### src/rtl/uart_rb_pkg.sv
// Package: shared constants and the decoded-target type for the banked
// UART register decoder. Assumes an 8-bit data path and 3-bit address.
package uart_rb_pkg;
    localparam int DATA_W      = 8;
    localparam int ADDR_W      = 3;
    localparam int NUM_CHARS   = 4;
    localparam logic [DATA_W-1:0] LCR_KEY = 8'hBF;
    localparam int LCR_DIV_BIT = 7;
    localparam int EFR_ENH_BIT = 4;
    localparam int MCR_TCR_BIT = 6;
    localparam int MCR_LOCK_BIT = 7;
    localparam int MCR_RDY_BIT = 2;
    localparam int MCR_LOOP_BIT = 4;

    typedef enum logic [4:0] {
        SEL_NONE, SEL_DATA, SEL_IER, SEL_IDFC, SEL_LCR, SEL_MCR,
        SEL_LSR, SEL_MSR, SEL_SPR, SEL_FRDY, SEL_DLL, SEL_DLM, SEL_EFR,
        SEL_XON1, SEL_XON2, SEL_XOFF1, SEL_XOFF2, SEL_TCR, SEL_TLR
    } sel_e;
endpackage

### src/rtl/uart_rb_bank_sel.sv
// Bank selector: maps an address plus stored register state to one target.
// Precedence: LCR key bank, then TCR/TLR bank, then divisor bank, then default.
// Assumes IS_WR picks write-side targets (no target at 5/6, scratch at 7).
module uart_rb_bank_sel
    import uart_rb_pkg::*;
#(
    parameter bit IS_WR = 1'b0
) (
    input  logic [ADDR_W-1:0] addr,
    input  logic [DATA_W-1:0] lcr,
    input  logic [DATA_W-1:0] mcr,
    input  logic [DATA_W-1:0] efr,
    output sel_e              sel
);
    logic key_bank, tcr_bank, div_bank, rdy_ok;

    // Purpose: derive the bank conditions from stored state.
    always_comb begin
        key_bank = (lcr == LCR_KEY);
        tcr_bank = efr[EFR_ENH_BIT] && mcr[MCR_TCR_BIT];
        div_bank = lcr[LCR_DIV_BIT];
        rdy_ok   = mcr[MCR_RDY_BIT] && !mcr[MCR_LOOP_BIT];
    end

    // Purpose: resolve the address to a single target by precedence.
    always_comb begin
        sel = SEL_NONE;
        case (addr)
            3'd0: sel = div_bank ? SEL_DLL : SEL_DATA;
            3'd1: sel = div_bank ? SEL_DLM : SEL_IER;
            3'd2: sel = key_bank ? SEL_EFR : SEL_IDFC;
            3'd3: sel = SEL_LCR;
            3'd4: sel = key_bank ? SEL_XON1 : SEL_MCR;
            3'd5: sel = key_bank ? SEL_XON2 : (IS_WR ? SEL_NONE : SEL_LSR);
            3'd6: sel = key_bank ? SEL_XOFF1 : tcr_bank ? SEL_TCR
                      : (IS_WR ? SEL_NONE : SEL_MSR);
            default: sel = key_bank ? SEL_XOFF2 : tcr_bank ? SEL_TLR
                      : ((!IS_WR && rdy_ok) ? SEL_FRDY : SEL_SPR);
        endcase
    end
endmodule

### src/rtl/uart_rb_store.sv
// Register storage: holds every host-visible configuration register and
// applies writes for the decoded target. Assumes `we` is a qualified access.
module uart_rb_store
    import uart_rb_pkg::*;
(
    input  logic              clk,
    input  logic              rst_n,
    input  logic              we,
    input  sel_e              sel,
    input  logic [DATA_W-1:0] wdata,
    output logic [DATA_W-1:0] lcr,
    output logic [DATA_W-1:0] mcr,
    output logic [DATA_W-1:0] efr,
    output logic [DATA_W-1:0] ier,
    output logic [DATA_W-1:0] spr,
    output logic [DATA_W-1:0] dll,
    output logic [DATA_W-1:0] dlm,
    output logic [DATA_W-1:0] tcr,
    output logic [DATA_W-1:0] tlr,
    output logic [NUM_CHARS*DATA_W-1:0] chars
);
    // Purpose: update the scalar registers on a qualified write.
    always_ff @(posedge clk) begin
        if (!rst_n) begin
            lcr <= '0; mcr <= '0; efr <= '0; ier <= '0; spr <= '0;
            dll <= '0; dlm <= '0; tcr <= '0; tlr <= '0;
        end else if (we) begin
            case (sel)
                SEL_LCR: lcr <= wdata;
                SEL_MCR: begin
                    mcr <= wdata;
                    if (!efr[EFR_ENH_BIT]) mcr[MCR_LOCK_BIT] <= mcr[MCR_LOCK_BIT];
                end
                SEL_EFR: efr <= wdata;
                SEL_IER: ier <= wdata;
                SEL_SPR: spr <= wdata;
                SEL_DLL: dll <= wdata;
                SEL_DLM: dlm <= wdata;
                SEL_TCR: tcr <= wdata;
                SEL_TLR: tlr <= wdata;
                default: ;
            endcase
        end
    end

    // One slot per flow character; slot i answers to target SEL_XON1 + i.
    for (genvar i = 0; i < NUM_CHARS; i++) begin : g_char
        localparam sel_e MY_SEL = sel_e'(int'(SEL_XON1) + i);
        // Purpose: store flow character i.
        always_ff @(posedge clk) begin
            if (!rst_n)
                chars[i*DATA_W +: DATA_W] <= '0;
            else if (we && sel == MY_SEL)
                chars[i*DATA_W +: DATA_W] <= wdata;
        end
    end
endmodule

### src/rtl/uart_rb_rmux.sv
// Read multiplexer: returns the byte of the decoded read target, or zero
// when chip select is low. Assumes pass-through bytes come from the core.
module uart_rb_rmux
    import uart_rb_pkg::*;
(
    input  logic              cs,
    input  sel_e              sel,
    input  logic [DATA_W-1:0] lcr, mcr, efr, ier, spr, dll, dlm, tcr, tlr,
    input  logic [NUM_CHARS*DATA_W-1:0] chars,
    input  logic [DATA_W-1:0] rx_data, iir, lsr, msr, fifo_rdy,
    output logic [DATA_W-1:0] rdata
);
    logic [DATA_W-1:0] mux;

    // Purpose: choose the byte for the selected target.
    always_comb begin
        case (sel)
            SEL_DATA:  mux = rx_data;
            SEL_IER:   mux = ier;
            SEL_IDFC:  mux = iir;
            SEL_LCR:   mux = lcr;
            SEL_MCR:   mux = mcr;
            SEL_LSR:   mux = lsr;
            SEL_MSR:   mux = msr;
            SEL_SPR:   mux = spr;
            SEL_FRDY:  mux = fifo_rdy;
            SEL_DLL:   mux = dll;
            SEL_DLM:   mux = dlm;
            SEL_EFR:   mux = efr;
            SEL_XON1:  mux = chars[0*DATA_W +: DATA_W];
            SEL_XON2:  mux = chars[1*DATA_W +: DATA_W];
            SEL_XOFF1: mux = chars[2*DATA_W +: DATA_W];
            SEL_XOFF2: mux = chars[3*DATA_W +: DATA_W];
            SEL_TCR:   mux = tcr;
            SEL_TLR:   mux = tlr;
            default:   mux = '0;
        endcase
    end

    // Purpose: force zero while the chip is not selected.
    always_comb rdata = cs ? mux : '0;
endmodule

### src/rtl/uart_rb_dec.sv
// Top: banked register decoder for one UART channel. Decodes read and
// write targets separately, stores configuration, raises core strobes.
// Assumes a write wins when rd_en and wr_en are high together.
module uart_rb_dec
    import uart_rb_pkg::*;
(
    input  logic        clk,
    input  logic        rst_n,
    input  logic        cs,
    input  logic        rd_en,
    input  logic        wr_en,
    input  logic [2:0]  addr,
    input  logic [7:0]  wdata,
    output logic [7:0]  rdata,
    input  logic [7:0]  core_rx_data,
    input  logic [7:0]  core_iir,
    input  logic [7:0]  core_lsr,
    input  logic [7:0]  core_msr,
    input  logic [7:0]  core_fifo_rdy,
    output logic        core_rhr_rd,
    output logic        core_iir_rd,
    output logic        core_lsr_rd,
    output logic        core_msr_rd,
    output logic        core_thr_wr,
    output logic        core_fcr_wr,
    output logic [7:0]  core_wdata,
    output logic [7:0]  lcr_o,
    output logic [7:0]  mcr_o,
    output logic [7:0]  efr_o,
    output logic [7:0]  ier_o,
    output logic [15:0] div_o,
    output logic [15:0] xon_o,
    output logic [15:0] xoff_o,
    output logic [7:0]  tcr_o,
    output logic [7:0]  tlr_o
);
    sel_e rd_sel, wr_sel;
    logic rd_acc, wr_acc;
    logic [DATA_W-1:0] spr, dll, dlm;
    logic [NUM_CHARS*DATA_W-1:0] chars;

    // Purpose: qualify host accesses; a write takes priority.
    always_comb begin
        wr_acc = cs && wr_en;
        rd_acc = cs && rd_en && !wr_en;
    end

    uart_rb_bank_sel #(.IS_WR(1'b0)) rsel_i (
        .addr(addr), .lcr(lcr_o), .mcr(mcr_o), .efr(efr_o), .sel(rd_sel));
    uart_rb_bank_sel #(.IS_WR(1'b1)) wsel_i (
        .addr(addr), .lcr(lcr_o), .mcr(mcr_o), .efr(efr_o), .sel(wr_sel));

    uart_rb_store store_i (
        .clk(clk), .rst_n(rst_n), .we(wr_acc), .sel(wr_sel), .wdata(wdata),
        .lcr(lcr_o), .mcr(mcr_o), .efr(efr_o), .ier(ier_o), .spr(spr),
        .dll(dll), .dlm(dlm), .tcr(tcr_o), .tlr(tlr_o), .chars(chars));

    uart_rb_rmux rmux_i (
        .cs(cs), .sel(rd_sel), .lcr(lcr_o), .mcr(mcr_o), .efr(efr_o),
        .ier(ier_o), .spr(spr), .dll(dll), .dlm(dlm), .tcr(tcr_o),
        .tlr(tlr_o), .chars(chars), .rx_data(core_rx_data), .iir(core_iir),
        .lsr(core_lsr), .msr(core_msr), .fifo_rdy(core_fifo_rdy),
        .rdata(rdata));

    // Purpose: raise pass-through strobes for default-bank core locations.
    always_comb begin
        core_rhr_rd = rd_acc && rd_sel == SEL_DATA;
        core_iir_rd = rd_acc && rd_sel == SEL_IDFC;
        core_lsr_rd = rd_acc && rd_sel == SEL_LSR;
        core_msr_rd = rd_acc && rd_sel == SEL_MSR;
        core_thr_wr = wr_acc && wr_sel == SEL_DATA;
        core_fcr_wr = wr_acc && wr_sel == SEL_IDFC;
        core_wdata  = wdata;
    end

    // Purpose: pack paired registers onto their output ports.
    always_comb begin
        div_o  = {dlm, dll};
        xon_o  = chars[2*DATA_W-1:0];
        xoff_o = chars[4*DATA_W-1:2*DATA_W];
    end
endmodule

### config.mk
export PLATFORM = sky130hd
export DESIGN_NAME = uart_rb_dec
export DESIGN_NICKNAME = d
export VERILOG_FILES = /design/src/rtl/uart_rb_pkg.sv /design/src/rtl/uart_rb_bank_sel.sv /design/src/rtl/uart_rb_store.sv /design/src/rtl/uart_rb_rmux.sv /design/src/rtl/uart_rb_dec.sv
export SDC_FILE = /design/constraint.sdc
export NUM_CORES = 1
export LEC_CHECK = 0
export BUFFER_PORTS_ARGS = -buffer_cell sky130_fd_sc_hd__clkbuf_2
export CORE_MARGIN = 4
export CORE_UTILIZATION = 30
export CTS_CLUSTER_SIZE = 14
export DETAILED_ROUTE_END_ITERATION = 6
export PLACE_DENSITY_LB_ADDON = 0.1
export SYNTH_ARGS = -nofsm -noshare
export SYNTH_HDL_FRONTEND = slang
export SYNTH_HIERARCHICAL = 1
export SYNTH_SLANG_ARGS = --single-unit
### constraint.sdc
create_clock -name clk -period 3.7 [get_ports clk]
set_clock_uncertainty 0.05 [all_clocks]
set_input_delay 0.37 -clock clk [delete_from_list [all_inputs] [get_ports clk]]
set_output_delay 0.37 -clock clk [all_outputs]
set_load 0.05 [all_outputs]
==> results of run 1 <==
-- tightest hold or removal path, delay by kind of cell, from the launching register on --
kind / cells / cell delay (ns)
flip-flops: 1 / 0.31
multiplexers: 1 / 0.06
AND/OR/NAND/NOR: 1 / 0.05
-- final timing paths --
check | start | end
setup / recovery | store_i/lcr[6]$_SDFFE_PN0P_ | rdata[6]
hold / removal | store_i/spr[2]$_SDFFE_PN0P_ | store_i/spr[2]$_SDFFE_PN0P_
setup reg to reg | store_i/lcr[7]$_SDFFE_PN0P_ | store_i/efr[4]$_SDFFE_PN0P_
hold reg to reg | store_i/spr[2]$_SDFFE_PN0P_ | store_i/spr[2]$_SDFFE_PN0P_
-- cell type report --
class,count,area (um2),area share (%)
multi-input combinational,469,3570,46.3
sequential,104,2080,27.0
timing repair buffer,229,1450,18.8
tap,234,293,3.80
clock buffer,11,233,3.02
clock inverter,5,57.6,0.747
inverter,5,18.8,0.243
-- cells in the final DEF (no fill, tap or decap), types with 3 or more instances in the layout --
cell / instances
buf_4: 50
a22o_1: 4
a22oi_1: 6
clkbuf_16: 9
nand2_2: 7
nor3_1: 5
a32o_1: 9
o21ai_0: 6
buf_6: 5
a31oi_2: 4
mux2i_1: 113
nand3b_1: 4
clkbuf_2: 164
o21a_1: 3
a221oi_1: 7
and4_1: 5
nor2_1: 12
nor3_2: 4
and4bb_2: 3
nor3b_1: 3
a21oi_1: 11
nor4_1: 3
a41oi_2: 4
nand2b_1: 6
buf_12: 10
a31oi_1: 6
and2_2: 3
nand4_1: 7
dfxtp_1: 102
a32oi_1: 14
mux2_2: 5
nand3_1: 14
nor2_2: 3
nand2_1: 134
inv_1: 4
-- cells in the mapped netlist, drive strengths merged (2+ instances only) --
cell     instances
nand2          141
mux2i          114
dfxtp          104
buf             37
clkbuf          20
nor2            16
a32oi           15
nand3           14
a21oi           11
a31oi           10
a32o            10
a221oi           9
nand2b           9
nor3             9
o21ai            8
a22oi            7
nand4            7
mux2             6
nor4             6
and2             5
and4             5
inv              5
nand4b           5
nor3b            5
a22o             4
a41oi            4
and3             4
nand3b           4
nor2b            4
and4bb           3
o21a             3
or2              3
a211oi           2
a2bb2oi          2
and2b            2
o221ai           2
o311ai           2
o32ai            2
or3              2
or4b             2
-- cell families (layout without fill, tap and decap cells) --
group | Yosys count | count (layout) | share of synthesized area, %
compound gates | 101 | 101 | 14.3
xor+xnor | 1 | 1 | 0.153
buf+inv | 62 | 250 | 5.67
flops | 104 | 104 | 36.3
mux | 120 | 120 | 21.1
simple gates | 247 | 247 | 22.6
-- power by group --
part	total [mW]	internal, mW	switching [mW]
clock	0.959	0.526	0.433
combinational	0.478	0.173	0.305
sequential	1.13	1.13	0.00662
total	2.57	1.82	0.745
-- sequential cells by signal (all words and copies together) (netlist names) --
| register | count |
|---|---|
| store_i/chars | 32 |
| store_i/dll | 8 |
| store_i/dlm | 8 |
| store_i/efr | 8 |
| store_i/ier | 8 |
| store_i/lcr | 8 |
| store_i/mcr | 8 |
| store_i/spr | 8 |
| store_i/tcr | 8 |
| store_i/tlr | 8 |
-- stage by stage --
| step | util, % | hold slack [ns] | setup slack [ns] |
|---|---|---|---|
| floorplan | - | 0.384 | -0.112 |
| global placement | 38.1 | 0.392 | 0.286 |
| detailed placement | 38.1 | 0.401 | 0.249 |
| CTS | 39.8 | 0.416 | -0.00124 |
| global route | 41.1 | 0.439 | -0.0224 |
| finish | 41.1 | 0.419 | 0.111 |
-- routing by layer --
metal	GRT usage (%)	up-vias	wire length (um)
met4	6.49	0	559
met5	0	-	0
li1	-	2694	-
met3	4.97	37	1800
met1	31.4	2839	11500
met2	38.5	272	12300
-- timing repair --
item                       CTS  global route
hold endpoints to repair     0             0
buffers inserted             0            11
pin swaps                    2             5
resized for setup            3            38
setup endpoints to repair    4             8
==> summary.txt, run 1 <==
status -> complete, no violations
critical path's top delay family -> simple AND/OR/NAND/NOR gates
Site Rows -> 50
Placed Cells -> 1030
clk_lat worst skew -> 0.35 ns
vias -> 5842
GPL Wtd Cong -> 0.946
Mapped Nets -> 691
share of layout cells above drive strength 1 -> 38.4%
Setup CP Type -> reg -> out
actual slew at the worst max-slew pin -> 0.794 ns
worst-path fanout max -> 17
PwrDens -> 333 mW/mm2
Worst path most repeated cell -> buf_12
antenna cell count -> 0
Layout Nets -> 874
Max Root-Sink Buffers -> 2
stages on the worst setup path -> 12
Buffers & Inverters on Critical Path -> 4
Max Cap Viol -> 0
Mapped Area -> 0.00574 mm2
Final Max Slew Viols -> 0
Ports -> 174
R2R setup slack -> 0.79 ns
I/O Buffers -> 173
WHS Path Cells -> 2
hold crit path type -> reg -> reg
post-synth top area share -> 36.3%
cts bufs inserted -> 9
Overflow after GRT -> 0
R2R depth -> 8
Final Power -> 2.57 mW
Routed Antenna Nets -> 0
Final Hold Viols -> 0
warnings from Yosys -> 6
Worst VDD drop -> 197 uV
CTS tree -> built
Syn Inst Count -> 635
dpl hpwl -> 19.7 mm
die area -> 0.0214 mm2
residual DRC count -> 0
Leak -> 3.54 nW
final setup fails -> 0
count of flip-flops with a built-in enable after synthesis -> 0
CTS sink count -> 104
largest net degree at the start of global routing -> 72
FF+latch count, synth -> 104
area leader, netlist -> dfxtp_1
async set-reset flop share out of synthesis -> 0%
# fillers -> 1894
vias in the first global route -> 5793
Post-synth top flop -> dfxtp_1
Starting Density -> 30.6%
register area share after synthesis -> 36.3%
Via density -> 5.53
Highest Clock Rate -> 0.279 GHz
global-route wire length before repair -> 38.3 mm
iteration-0 DRC count of the detailed router -> 370
first drt pass iteration count -> 6
worst path cell trace -> nand4b_4 > nor2_4 > inv_2 > o21ai_4 > buf_4 > and2_1 > buf_12 > and3_1 > a31oi_1 > and4_1 > a31oi_2 > buf_12
aggregate negative setup slack -> 0 ns
Setup crit start kind -> flip-flop
Critical-path top delay cell -> dfxtp_1
die span in x -> 146 um
syn avg cell area -> 9.04 um2
Root Driver -> clkbuf_16
clock transition at the registers of the reported paths -> 0.07 ns
post-route insts no fill -> 1057
Synth cell types -> 71
hold_buf cts -> 0
H-tree depth -> 3
core area -> 0.0188 mm2
WL per Instance -> 24.7 um
required time worst endpoint -> 3.28 ns
largest cells by area after synthesis -> dfxtp_1 36%, mux2i_1 20%, nand2_1 8.8%
Worst EP arrival -> 3.17 ns
DIE HEIGHT -> 146 um
total wire length -> 26.1 mm
initial antenna violation count -> 0
Slew Limit Headroom -> 47.0%
Area after DPL -> 0.00716 mm2
crit end category -> primary output
Tmin final -> 3.59 ns
Final Cycle Share -> 97.0%
gr usage total -> 23.5%
final instance area -> 0.00771 mm2
CP max stage delay -> 0.35 ns
Syn-to-layout area delta -> 34.3%
Power figures use the tool's default switching activity.
==> run 2, diff against run 1 <==
SETUP_SLACK_MARGIN = 0.5   (was default)
==> run 2 against run 1 <==
Clock power increased by 7%. Sequential cell count did not move. Critical path type unchanged. Non-clock buffer count increased by 38. Routed wire length up 2.7%. Largest power group unchanged. Critical endpoint is now rdata[7]. Die area unchanged. Highest routed layer unchanged.
==> summary.txt, run 2 (synthesized netlist as in run 1, its figures left out) <==
Largest register FFs -> 32 (unchanged)
first drt pass iteration count -> 4 (was 6)
Via density -> 5.52 (was 5.53)
total wire length -> 26.8 mm (was 26.1 mm)
commonest non-fill, non-tap cell in the layout -> clkbuf_2 (unchanged)
worst setup margin -> 0.298 ns (was 0.111 ns)
GPL Wtd Cong -> 0.956 (was 0.946)
worst path cell trace -> nand4b_4 > nor2_4 > inv_1 > o21ai_4 > buf_4 > nor2b_2 > buf_4 > and2_4 > buf_4 > a22oi_1 > a41oi_2 > buf_12 (was nand4b_4 > nor2_4 > inv_2 > o21ai_4 > buf_4 > and2_1 > buf_12 > and3_1 > a31oi_1 > and4_1 > a31oi_2 > buf_12)
iteration-0 DRC count of the detailed router -> 447 (was 370)
Site Rows -> 50 (unchanged)
aggregate negative setup slack -> 0 ns (unchanged)
Starting Density -> 30.6% (unchanged)
stages on the worst setup path -> 12 (unchanged)
dpl ws -> 0.0899 ns (was 0.249 ns)
H-tree depth -> 3 (unchanged)
reg-to-reg endpoint -> store_i/efr[5]$_SDFFE_PN0P_ (was store_i/efr[4]$_SDFFE_PN0P_)
required time worst endpoint -> 3.28 ns (about the same)
vias in the first global route -> 6230 (was 5793)
CP max stage delay -> 0.34 ns (was 0.35 ns)
Setup crit start kind -> flip-flop (unchanged)
hold crit path type -> reg -> reg (unchanged)
Largest Register -> store_i/chars (unchanged)
WL per Instance -> 24.5 um (was 24.7 um)
Root Driver -> clkbuf_16 (unchanged)
global-route wire length before repair -> 39.5 mm (was 38.3 mm)
CTS tree -> built (unchanged)
Final Max Slew Viols -> 0 (unchanged)
share of layout cells above drive strength 1 -> 46.9% (was 38.4%)
Setup crit end -> rdata[7] (was rdata[6])
Leak -> 3.92 nW (was 3.54 nW)
actual slew at the worst max-slew pin -> 0.789 ns (was 0.794 ns)
Worst VDD drop -> 224 uV (was 197 uV)
Routed Antenna Nets -> 0 (unchanged)
Area after DPL -> 0.00717 mm2 (was 0.00716 mm2)
Slew Limit Headroom -> 47.3% (was 47.0%)
Tmin final -> 3.40 ns (was 3.59 ns)
Buffers & Inverters on Critical Path -> 5 (was 4)
critical path's top delay family -> buffers and inverters (was simple AND/OR/NAND/NOR gates)
Final Cycle Share -> 91.9% (was 97.0%)
crit end category -> primary output (unchanged)
Ports -> 174 (unchanged)
die span in x -> 146 um (unchanged)
residual DRC count -> 0 (unchanged)
worst setup path start -> store_i/lcr[6]$_SDFFE_PN0P_ (unchanged)
DIE HEIGHT -> 146 um (unchanged)
CTS sink count -> 104 (unchanged)
Max Cap Viol -> 0 (unchanged)
Critical-path top delay cell -> dfxtp_4 (was dfxtp_1)
clock transition at the registers of the reported paths -> 0.07 ns (about the same)
PwrDens -> 318 mW/mm2 (was 333 mW/mm2)
Max Root-Sink Buffers -> 2 (unchanged)
Layout Nets -> 912 (was 874)
FF-to-FF Start -> store_i/lcr[7]$_SDFFE_PN0P_ (unchanged)
Worst EP arrival -> 2.98 ns (was 3.17 ns)
cts bufs inserted -> 9 (unchanged)
Worst path most repeated cell -> buf_4 (was buf_12)
Syn-to-layout area delta -> 48.4% (was 34.3%)
core area -> 0.0188 mm2 (unchanged)
largest net degree at the start of global routing -> 59 (was 72)
Final Power -> 2.71 mW (was 2.57 mW)
Placed Cells -> 1020 (was 1030)
die area -> 0.0214 mm2 (unchanged)
R2R setup slack -> 0.78 ns (was 0.79 ns)
dpl hpwl -> 19.6 mm (was 19.7 mm)
initial antenna violation count -> 0 (unchanged)
hold slack -> 0.413 ns (was 0.419 ns)
Post-Route Utilization -> 45.4% (was 41.1%)
Highest Clock Rate -> 0.294 GHz (was 0.279 GHz)
R2R depth -> 9 (was 8)
Final Hold Viols -> 0 (unchanged)
RSZ-0062 raised after global routing -> yes
hold_buf cts -> 0 (unchanged)
worst-path fanout max -> 8 (was 17)
clk_lat worst skew -> 0.36 ns (was 0.35 ns)
final setup fails -> 0 (unchanged)
gr usage total -> 24.3% (was 23.5%)
Setup CP Type -> reg -> out (unchanged)
final instance area -> 0.00852 mm2 (was 0.00771 mm2)
I/O Buffers -> 173 (unchanged)
Overflow after GRT -> 0 (unchanged)
post-route insts no fill -> 1095 (was 1057)
vias -> 6041 (was 5842)
# fillers -> 1835 (was 1894)
status -> complete, no violations (unchanged)
commonest cells after routing, fill and taps aside -> 161 x clkbuf_2, 130 x nand2_1, 111 x mux2i_1, 94 x dfxtp_1, 71 x buf_4 (was 164 x clkbuf_2, 134 x nand2_1, 113 x mux2i_1, 102 x dfxtp_1, 50 x buf_4)
antenna cell count -> 0 (unchanged)
-- run 2: cell count changes in the layout (fill, tap and decap cells not counted), moves of 6 or more --
| cell | before | now |
|---|---|---|
| a221oi_1 | 7 | 1 |
| buf_6 | 5 | 15 |
| dfxtp_4 | 0 | 10 |
| dfxtp_1 | 102 | 94 |
| buf_4 | 50 | 71 |
-- run 2: worst min-delay path by stage --
| stage | start | end | slack [ns] | cells after the start |
|---|---|---|---|---|
| 4_1_cts | store_i/spr[2]$_SDFFE_PN0P_ | store_i/spr[2]$_SDFFE_PN0P_ | 0.42 | 2 |
| 5_1_grt | store_i/spr[6]$_SDFFE_PN0P_ | store_i/spr[6]$_SDFFE_PN0P_ | 0.45 | 2 |
| 2_1_floorplan | store_i/spr[0]$_SDFFE_PN0P_ | store_i/spr[0]$_SDFFE_PN0P_ | 0.38 | 2 |
| 6_report | store_i/spr[0]$_SDFFE_PN0P_ | store_i/spr[0]$_SDFFE_PN0P_ | 0.41 | 2 |
| 3_3_place_gp | store_i/spr[1]$_SDFFE_PN0P_ | store_i/spr[1]$_SDFFE_PN0P_ | 0.40 | 2 |
| 3_5_place_dp | store_i/spr[0]$_SDFFE_PN0P_ | store_i/spr[0]$_SDFFE_PN0P_ | 0.40 | 2 |
-- run 2: tightest hold or removal path, delay by kind of cell (launching register included) --
| kind | cells | cell delay [ns] |
|---|---|---|
| mux | 1 | 0.05 |
| flops | 1 | 0.31 |
| simple gates | 1 | 0.05 |
-- run 2: per-layer routing --
layer  GRT usage (%)  vias up  wire, um
met5               0        -         0
met4            11.4        0      1180
met3            5.71       61      1810
met2            37.9      251     12100
met1            31.7     2953     11700
li1                -     2776         -
-- run 2: power by group --
| group | internal (mW) | switching (mW) | leakage (nW) |
|---|---|---|---|
| Sequential | 1.12 | 0.00707 | 0.846 |
| Combinational | 0.216 | 0.335 | 2.92 |
| Clock | 0.542 | 0.489 | 0.150 |
-- run 2: final cells by class --
type                       instances  area (um2)  share of cell area [%]
multi-input combinational        469        3930                    46.2
inverter                           5        18.8                   0.220
clock buffer                       9         225                    2.64
tap                              234         293                    3.44
clock inverter                     7        86.3                    1.01
sequential                       104        2120                    24.9
timing repair buffer             267        1850                    21.7
-- run 2: what timing repair did --
action                     4_1_cts  5_1_grt
setup endpoints to repair        8       13
cloned                           0        1
setup buffers                   40       18
pin swaps                       28       20
gates resized for setup         95       36
==> run 3, diff against run 2 <==
CORE_ASPECT_RATIO = 1.5   (was default)
MAX_ROUTING_LAYER = met4   (was default)
==> run 3 against run 2 <==
Setup slack got worse by 0.023 ns. Clock-buffer cell count increased by 1. Global-route usage grew 1.6 points. Cell count is 0.46% higher. Critical path depth stayed put. Total power decreased by 2.3%. Clock power shrank 7%. Maximum frequency fell by 0.68%. Critical path type unchanged. Critical endpoint is now rdata[0]. Highest routed layer unchanged.
==> summary.txt, run 3 (synthesized netlist as in run 1, its figures left out) <==
status -> complete, no violations (unchanged)
hold crit path type -> reg -> reg (unchanged)
worst-path fanout max -> 7 (was 8)
share of layout cells above drive strength 1 -> 46.3% (was 46.9%)
die span in x -> 121 um (was 146 um)
I/O Buffers -> 173 (unchanged)
Starting Density -> 30.7% (was 30.6%)
largest net degree at the start of global routing -> 72 (was 59)
final instance area -> 0.00852 mm2 (about the same)
DIE HEIGHT -> 177 um (was 146 um)
GPL Wtd Cong -> 0.981 (was 0.956)
Worst EP arrival -> 3.01 ns (was 2.98 ns)
reg-to-reg endpoint -> store_i/efr[5]$_SDFFE_PN0P_ (unchanged)
crit end category -> primary output (unchanged)
commonest cells after routing, fill and taps aside -> 163 x clkbuf_2, 132 x nand2_1, 111 x mux2i_1, 94 x dfxtp_1, 54 x buf_4 (was 161 x clkbuf_2, 130 x nand2_1, 111 x mux2i_1, 94 x dfxtp_1, 71 x buf_4)
Slew Limit Headroom -> 45.5% (was 47.3%)
Setup crit end -> rdata[0] (was rdata[7])
Setup CP Type -> reg -> out (unchanged)
first drt pass iteration count -> 5 (was 4)
Setup crit start kind -> flip-flop (unchanged)
Max Root-Sink Buffers -> 2 (unchanged)
Area after DPL -> 0.00719 mm2 (was 0.00717 mm2)
clock transition at the registers of the reported paths -> 0.08 ns (was 0.07 ns)
final setup fails -> 0 (unchanged)
aggregate negative setup slack -> 0 ns (unchanged)
actual slew at the worst max-slew pin -> 0.815 ns (was 0.789 ns)
H-tree depth -> 3 (unchanged)
dpl ws -> 0.248 ns (was 0.0899 ns)
Leak -> 3.89 nW (was 3.92 nW)
Routed Antenna Nets -> 0 (unchanged)
Max Cap Viol -> 0 (unchanged)
Placed Cells -> 1036 (was 1020)
Final Max Slew Viols -> 0 (unchanged)
global-route wire length before repair -> 39.8 mm (was 39.5 mm)
Syn-to-layout area delta -> 48.4% (about the same)
Largest register FFs -> 32 (unchanged)
core area -> 0.0187 mm2 (was 0.0188 mm2)
Largest Register -> store_i/chars (unchanged)
Worst VDD drop -> 205 uV (was 224 uV)
required time worst endpoint -> 3.28 ns (about the same)
worst setup margin -> 0.275 ns (was 0.298 ns)
Overflow after GRT -> 0 (unchanged)
Final Hold Viols -> 0 (unchanged)
FF-to-FF Start -> store_i/lcr[6]$_SDFFE_PN0P_ (was store_i/lcr[7]$_SDFFE_PN0P_)
hold slack -> 0.417 ns (was 0.413 ns)
initial antenna violation count -> 0 (unchanged)
R2R depth -> 8 (was 9)
CTS tree -> built (unchanged)
CTS sink count -> 104 (unchanged)
clk_lat worst skew -> 0.35 ns (was 0.36 ns)
residual DRC count -> 0 (unchanged)
antenna cell count -> 0 (unchanged)
iteration-0 DRC count of the detailed router -> 371 (was 447)
Final Cycle Share -> 92.6% (was 91.9%)
Site Rows -> 61 (was 50)
WL per Instance -> 25.1 um (was 24.5 um)
RSZ-0062 raised after global routing -> yes (unchanged)
hold_buf cts -> 0 (unchanged)
PwrDens -> 310 mW/mm2 (was 318 mW/mm2)
post-route insts no fill -> 1100 (was 1095)
vias in the first global route -> 6048 (was 6230)
Layout Nets -> 899 (was 912)
gr usage total -> 25.8% (was 24.3%)
die area -> 0.0215 mm2 (was 0.0214 mm2)
Highest Clock Rate -> 0.292 GHz (was 0.294 GHz)
R2R setup slack -> 0.83 ns (was 0.78 ns)
worst setup path start -> store_i/lcr[5]$_SDFFE_PN0P_ (was store_i/lcr[6]$_SDFFE_PN0P_)
Ports -> 174 (unchanged)
dpl hpwl -> 20.1 mm (was 19.6 mm)
Root Driver -> clkbuf_16 (unchanged)
total wire length -> 27.7 mm (was 26.8 mm)
cts bufs inserted -> 9 (unchanged)
Tmin final -> 3.43 ns (was 3.40 ns)
vias -> 6032 (was 6041)
Via density -> 5.48 (was 5.52)
commonest non-fill, non-tap cell in the layout -> clkbuf_2 (unchanged)
run 3: worst max-delay path, stage by stage, from the launching register on:
cell and delay [ns]:
dfxtp_4 0.35, nand4_1 0.14, nor2_4 0.05, buf_12 0.14
or2_4 0.28, a21oi_4 0.30, nand3b_1 0.28, nor3_2 0.08
buf_6 0.13, buf_4 0.15, a221oi_2 0.40, a31oi_4 0.16
buf_12 0.17
run 3: timing repair:
action	4_1_cts	5_1_grt
pin swaps	28	23
gates cloned	4	0
endpoints found under the setup margin	8	12
setup buffers	23	21
gates resized for setup	95	33
run 3: cell type report:
class                           count  area [um2]
Fill cell                        1843       10200
Multi-Input combinational cell    470        3970
Sequential cell                   104        2110
Timing Repair Buffer              253        1810
Tap cell                          252         315
Clock buffer                       10         239
Clock inverter                      6        51.3
Inverter                            5        18.8
run 3: through the flow:
step                utilization, %  power (mW)
detailed placement            38.4        1.60
global route                  45.6        2.73
global placement              38.4        1.60
floorplan                        -        1.43
CTS                           43.9        2.63
finish                        45.6        2.64
run 3: layer usage:
| layer | up-vias | part of all wire, % | wire length (um) | GRT usage (%) |
|---|---|---|---|---|
| li1 | 2748 | - | - | - |
| met1 | 2970 | 40 | 11200 | 31.2 |
| met2 | 252 | 50 | 13800 | 42.5 |
| met3 | 62 | 5.0 | 1380 | 3.76 |
| met4 | 0 | 4.7 | 1300 | 11.3 |
| met5 | - | 0 | 0 | - |
run 3: report_power, final:
group	switching, mW	internal [mW]
logic	0.342	0.219
registers	0.00728	1.12
clock network	0.469	0.487
run 3: worst min-delay path by stage:
stage | slack, ns | to | cells after the start | from
5_1_grt | 0.43 | store_i/spr[1]$_SDFFE_PN0P_ | 2 | store_i/spr[1]$_SDFFE_PN0P_
3_5_place_dp | 0.41 | store_i/spr[6]$_SDFFE_PN0P_ | 2 | store_i/spr[6]$_SDFFE_PN0P_
6_report | 0.42 | store_i/spr[6]$_SDFFE_PN0P_ | 2 | store_i/spr[6]$_SDFFE_PN0P_
3_3_place_gp | 0.39 | store_i/spr[0]$_SDFFE_PN0P_ | 2 | store_i/spr[0]$_SDFFE_PN0P_
4_1_cts | 0.42 | store_i/spr[6]$_SDFFE_PN0P_ | 2 | store_i/spr[6]$_SDFFE_PN0P_
2_1_floorplan | 0.38 | store_i/spr[0]$_SDFFE_PN0P_ | 2 | store_i/spr[0]$_SDFFE_PN0P_
